===== config.mk =====
export PLATFORM = sky130hd
export DESIGN_NAME = slackOvfDetect
export DESIGN_NICKNAME = d
export VERILOG_FILES = /design/src/rtl/slackPkg.sv /design/src/rtl/slackReadyGen.sv /design/src/rtl/slackCtrl.sv /design/src/rtl/slackDatapath.sv /design/src/rtl/slackOvfDetect.sv
export SDC_FILE = /design/constraint.sdc
export NUM_CORES = 1
export LEC_CHECK = 0
export BUFFER_PORTS_ARGS = -buffer_cell sky130_fd_sc_hd__buf_4
export CORE_AREA = 3 3 40 42
export CTS_CLUSTER_DIAMETER = 60
export DETAILED_ROUTE_END_ITERATION = 10
export DIE_AREA = 0 0 43 45
export GPL_ROUTABILITY_DRIVEN = 0
export PLACE_DENSITY_LB_ADDON = 0.12
export SLEW_MARGIN = 20
export SYNTH_ARGS = -nofsm -noshare
export SYNTH_HDL_FRONTEND = slang
export SYNTH_SLANG_ARGS = --single-unit

===== constraint.sdc =====
create_clock -name clk -period 1.5 [get_ports clk]
set_input_delay 0.3 -clock clk [delete_from_list [all_inputs] [get_ports clk]]
set_output_delay 0.3 -clock clk [all_outputs]
set_load 0.03 [all_outputs]

===== src/rtl/slackPkg.sv =====
package slackPkg;

  // Strobes from control to datapath; at most one is high per cycle.
  typedef struct packed {
    logic clear;  // ready high: budget restored
    logic inc;    // write inside the allowance
    logic flag;   // write beyond the allowance
  } slackStrobeT;

endpackage


===== src/rtl/slackReadyGen.sv =====
module slackReadyGen #(
  parameter int SLACK_MAX = 8,
  parameter bit USE_FILL  = 1'b0,
  parameter int DEPTH     = 64,
  parameter int MARGIN    = 2,
  parameter int HYST      = 8,
  localparam int FILL_W   = $clog2(DEPTH + 1)
) (
  input  logic              clk,
  input  logic              rstN,
  input  logic              readyIn,
  input  logic [FILL_W-1:0] fillLevel,
  output logic              readyOut
);

  localparam int STOP_FREE   = SLACK_MAX + MARGIN;
  localparam int RESUME_FREE = STOP_FREE + HYST;

  generate
    if (USE_FILL) begin : g_fill
      localparam logic [FILL_W-1:0] STOP_V   = FILL_W'(STOP_FREE);
      localparam logic [FILL_W-1:0] RESUME_V = FILL_W'(RESUME_FREE);
      logic [FILL_W-1:0] freeSpace;
      logic              rdyQ;
      logic              unusedReady;

      assign unusedReady = readyIn;
      assign freeSpace   = FILL_W'(DEPTH) - fillLevel;

      always_ff @(posedge clk) begin
        if (!rstN) begin
          rdyQ <= 1'b1;
        end else if (rdyQ && (freeSpace <= STOP_V)) begin
          rdyQ <= 1'b0;
        end else if (!rdyQ && (freeSpace >= RESUME_V)) begin
          rdyQ <= 1'b1;
        end
      end

      assign readyOut = rdyQ;
    end else begin : g_ext
      logic unusedFill;
      assign unusedFill = ^{fillLevel, clk, rstN};
      assign readyOut   = readyIn;
    end
  endgenerate

endmodule


===== src/rtl/slackCtrl.sv =====
module slackCtrl
  import slackPkg::*;
(
  input  logic        readyOut,
  input  logic        writeEn,
  input  logic        cntAtMax,
  output slackStrobeT strobes
);

  logic lateWrite;

  assign lateWrite = !readyOut && writeEn;

  always_comb begin
    strobes       = '0;
    strobes.clear = readyOut;
    strobes.inc   = lateWrite && !cntAtMax;
    strobes.flag  = lateWrite && cntAtMax;
  end

endmodule


===== src/rtl/slackDatapath.sv =====
module slackDatapath
  import slackPkg::*;
#(
  parameter int SLACK_MAX = 8,
  localparam int CNT_W    = $clog2(SLACK_MAX + 1)
) (
  input  logic             clk,
  input  logic             rstN,
  input  slackStrobeT      strobes,
  output logic             cntAtMax,
  output logic [CNT_W-1:0] slackCount,
  output logic             overflow
);

  localparam logic [CNT_W-1:0] MAX_V = CNT_W'(SLACK_MAX);

  logic [CNT_W-1:0] cntQ;
  logic             ovfQ;

  always_ff @(posedge clk) begin
    if (!rstN) begin
      cntQ <= '0;
    end else if (strobes.clear) begin
      cntQ <= '0;
    end else if (strobes.inc) begin
      cntQ <= cntQ + 1'b1;
    end
  end

  always_ff @(posedge clk) begin
    if (!rstN) begin
      ovfQ <= 1'b0;
    end else if (strobes.flag) begin
      ovfQ <= 1'b1;
    end
  end

  assign cntAtMax   = (cntQ == MAX_V);
  assign slackCount = cntQ;
  assign overflow   = ovfQ;

endmodule


===== src/rtl/slackOvfDetect.sv =====
module slackOvfDetect
  import slackPkg::*;
#(
  parameter int SLACK_MAX = 8,
  parameter bit USE_FILL  = 1'b0,
  parameter int DEPTH     = 64,
  parameter int MARGIN    = 2,
  parameter int HYST      = 8,
  localparam int FILL_W   = $clog2(DEPTH + 1),
  localparam int CNT_W    = $clog2(SLACK_MAX + 1)
) (
  input  logic              clk,
  input  logic              rstN,
  input  logic              readyIn,
  input  logic              writeEn,
  input  logic [FILL_W-1:0] fillLevel,
  output logic              readyOut,
  output logic              overflow,
  output logic [CNT_W-1:0]  slackCount
);

  slackStrobeT strobes;
  logic        cntAtMax;

  slackReadyGen #(
    .SLACK_MAX(SLACK_MAX), .USE_FILL(USE_FILL), .DEPTH(DEPTH),
    .MARGIN(MARGIN), .HYST(HYST)
  ) u_readyGen (
    .clk(clk), .rstN(rstN), .readyIn(readyIn),
    .fillLevel(fillLevel), .readyOut(readyOut)
  );

  slackCtrl u_ctrl (
    .readyOut(readyOut), .writeEn(writeEn),
    .cntAtMax(cntAtMax), .strobes(strobes)
  );

  slackDatapath #(.SLACK_MAX(SLACK_MAX)) u_datapath (
    .clk(clk), .rstN(rstN), .strobes(strobes),
    .cntAtMax(cntAtMax), .slackCount(slackCount), .overflow(overflow)
  );

endmodule


* After elaboration in Yosys (flattened, before gate mapping)
Index checks and enable logic that the tools add are counted.
Storage, ports and cells: bits in registers 5, input port bits 11, output and inout port bits 6, logic and storage cells 11
Operators by class: add/sub/neg operators 1, equal/unequal tests 1, bitwise logic cells 1, reduce and logical (&&, ||, !) cells 6
Operator list (count):
- $add A4 B1 Y4 const B | 1
- $eq A4 B4 Y1 const B | 1
- $logic_and A1 B1 Y1 | 3
- $logic_not A1 Y1 | 2
- $reduce_or A2 Y1 | 1
- $not A1 Y1 | 1

* Logic depth before layout (Yosys ltp)
depth in word-level cells 3, gate-level depth with buffers 5, depth with buffers taken out 5

* Modules after synthesis
From an unflattened synthesis, not the netlist that was laid out.
Second synthesis, totals: cell total of the unflattened synthesis 28, area total of the unflattened synthesis 272.8 sq um
By module, submodules not included:
- slackDatapath | times used 1, cells an instance 24, area each 236.5 sq um, sequential area each 100.1 sq um
- slackCtrl | times used 1, cells an instance 3, area each 28.8 sq um, sequential area each 0.0 sq um
- slackReadyGen | times used 1, cells an instance 1, area each 7.5 sq um, sequential area each 0.0 sq um

* Least setup slack after synthesis
Ideal clock, no wire load.
path type flip-flop to flip-flop, start point reg u_datapath.cntQ[0], in the netlist u_datapath.slackCount[0], end point reg u_datapath.cntQ[2], in the netlist u_datapath.slackCount[2], library setup time 0.066 ns, data arrival time 1.438 ns, data required time 1.434 ns, slack -0.004 ns, cell stages (with the launch flop) 6, buffers on the path 0, period minus slack after synthesis 1.504 ns, cells stage by stage dfxtp_1 inv_1 ha_1 nand3b_4 or3b_1 a21oi_2
On the way: word-level cells in the longest chain between the ends 3, elaborated cells between the ends (all ways) 4, those cells by class add/sub: 1; eq/ne: 1; reduce/logical: 2
Ends and longest elaborated chain:
- start, declared | RTL line slackDatapath.sv:17 | logic [CNT_W-1:0] cntQ;
- start signal, assigned | RTL line slackDatapath.sv:26 | cntQ <= cntQ + 1'b1;
- parallel branches: the longest is 3 deep, another holds $add A4 B1 Y4
Several ways; the timed one is not identified. A chain may end at the register's enable or synchronous reset.

* Worst setup path in the final report
start point reg u_datapath.cntQ[1], in the netlist u_datapath.slackCount[1], end point reg u_datapath.cntQ[2], in the netlist u_datapath.slackCount[2]
The elaborated chain is that of the path after synthesis.

==> flow_summary.yaml <==
layout:
  final-seq-area_um2: 101
  final_cell_mix: "9 x buf_4, 4 x dfxtp_1, 3 x clkbuf_4"
  layout_commonest_cell: "buf_4"
  syn_to_final_growth_pct: 40.5
  final_instance_count_without_filler_cells: 54
  multiInputGateArea_um2: 148
  final_nets: 53
  antennaDiodeCount: 0
  fillerInstances: 151
  final_layout_size_suffix_gt1_share_pct: 43.6
  design_area_um2: 369
clock_tree:
  post_cts_resize_count: 0
  cts_max_level: 1
  tritoncts_num_sinks: 5
  number_of_buffers_on_the_longest_clock_path: 2
  worst_skew_pair.late_latency_ps: 240
  cts-hold-fix-buffers: 0
  tritoncts: "done"
  cts_root_buf: "clkbuf_4"
  cts_buffers: 3
  post-cts-setup-buffer-count: 0
  cts.reportedPaths.clkPinSlew_ps: 40
global_route:
  global_route.usage.total_pct: 7.90
  grt_pass1_vias: 243
  grt_first_pass_wirelength_um: 1040
  antenna_found_initial: 0
  grt_start_max_net_pins: 8
  grt.overflow.total: 0
critical_path:
  path_cells: "inv_1 -> ha_1 -> nand3b_4 -> or3b_1 -> a21oi_2"
  critical_path.max_fanout: 6
  worstPathRequired_ps: 1670
  critical_path.max_stage_delay_ps: 370
  startpoint_type: "flip-flop"
  timing_worst_setup_path_type: "flip-flop to flip-flop"
  worstSetupEndpointType: "flip-flop"
  worst-endpoint-arrival_ps: 1470
  cpMaxStageDelayCell: "dfxtp_1"
power_and_ir_drop:
  max-vdd-ir-drop_mv: 0.394
  leakage_nw: 0.155
  internal-power_mw: 0.249
  net_sw_power_mw: 0.0701
  sequentialPowerShare_pct: 43.0
  clkPwrFrac_pct: 47.4
  swShare_pct: 22.0
  combPwrFrac_pct: 9.6
  powerDensity_nw_per_um2: 865
timing:
  final-setup-viol-count: 0
  achievable-frequency_mhz: 769
  post-route-period-util_pct: 86.7
  unrepaired_setup_endpoints_after_global_routing: "false"
  finalHoldViolCount: 0
  fin_skew_ps: 0.890
  worst_slew_margin_rel_pct: 87.6
  totalNegativeSetupSlack_ps: 0
  slew_violations: 0
  period_needed_ps: 1300
  worst-slew-pin-transition_ps: 186
die:
  die-area_um2: 1940
  core-area_um2: 1280
  initial_core_utilization_pct: 20.4
  std_cell_rows: 13
  pin_count: 17
  dieWidth_um: 43
  die_h_um: 45
placed_design:
  postPlaceCellArea_um2: 343
  dpl.cell_count: 50
  io_buffers: 9
  place.detailed.hpwl_um: 428
route:
  post-route-drc-count: 0
  detail-route-antenna-nets: 0
  via_per_inst: 4.19
  avgRoutedWirePerCell_um: 10.1
  first_iter_violations: 0
  detailedRoute.firstPassIterationCount: 1
  num_vias: 226
  postRouteWirelength_um: 544
synthesis:
  post_synth_inst_count: 27
  synthesis.nets: 40
  avgSynthCellArea_um2: 9.73
  ys_seq_area_share_pct: 38.1
  yosys_warnings: 0
  ys_seq_elements: 5
  mappedNetlistArea_um2: 263
  post_synth_num_cell_types: 17
flow_run:
  maxCapViolations: 0
run_status:
  outcome: "complete, no violations"
min_path:
  hold_class: "input pin to flip-flop"
[flip-flops by register name, summed over array words and instances (netlist names)]
| register | count |
|---|---|
| u_datapath.overflow | 1 |
| u_datapath.slackCount | 4 |
[worst paths after layout]
kind	slack, ps	cells after the start	from	endpoint
max	200	5	u_datapath.slackCount[1]$_SDFFE_PP0P_	u_datapath.slackCount[2]$_SDFFE_PP0P_
min	280	2	rstN	u_datapath.overflow$_SDFFE_PN0P_
max reg2reg	200	5	u_datapath.slackCount[1]$_SDFFE_PP0P_	u_datapath.slackCount[2]$_SDFFE_PP0P_
min reg2reg	460	1	u_datapath.overflow$_SDFFE_PN0P_	u_datapath.overflow$_SDFFE_PN0P_
[layout make-up]
type	count	share of cell area (%)
multi-input cells	19	40.0
flip-flops and latches	5	27.5
repair buffers	9	18.3
clock buffers	4	7.12
well taps	15	5.08
inverters	2	2.03
[per-layer routing]
| layer | vias to the layer above | routed length, µm | track usage (%) |
|---|---|---|---|
| met5 | - | 0 | 0 |
| met4 | 0 | 12 | 7.23 |
| met2 | 7 | 242 | 11.7 |
| met3 | 2 | 52 | 3.59 |
| met1 | 101 | 237 | 8.41 |
| li1 | 116 | - | - |
[power by group through the flow]
stage	Combinational (mW)	Clock, mW	Sequential [mW]
final	0.0307	0.151	0.137
after global routing	0.0344	0.173	0.137
after CTS	0.0314	0.161	0.137
after detailed placement	0.0313	0	0.140
after global placement	0.0309	0	0.139
after floorplan	0.0143	0	0.142
[logic make-up after synthesis]
family / Yosys count / synth area share [%]
XOR/XNOR: 1 / 3.33
AO/OA/AOI/OAI: 6 / 16.7
buffers and inverters: 3 / 5.72
AND/OR/NAND/NOR: 10 / 26.7
flip-flops: 5 / 38.1
adder cells (fa/ha/maj): 2 / 9.52
[synthesized netlist by cell type (all sizes together)]
library cell	instances	area (µm²)
a21o	2	17.5
nand3	2	10.0
nand4	1	6.26
nand2b	1	6.26
ha	2	25.0
nor2	1	3.75
nor3b	1	7.51
nand3b	1	20.0
xor2	1	8.76
buf	1	7.51
o21a	1	7.51
nand2	2	7.51
a21oi	3	18.8
dfxtp	5	100
or3b	1	8.76
inv	2	7.51
[stage by stage]
stage,util [%],setup slack [ps],hold slack [ps],power (mW)
5_1_grt,28.7,87.8,279,0.345
3_3_place_gp,26.7,204,449,0.170
3_5_place_dp,26.7,201,460,0.171
6_report,28.7,200,275,0.319
4_1_cts,28.7,188,267,0.329
2_1_floorplan,-,41.0,418,0.157
[critical path: cells and delay by family (launching register included)]
kind	cells	cell delay, ps
AO/OA/AOI/OAI	1	110
flip-flops	1	370
buffers and inverters	1	80
adder cells (fa/ha/maj)	1	210
AND/OR/NAND/NOR	2	480
Power figures use the tool's default switching activity.
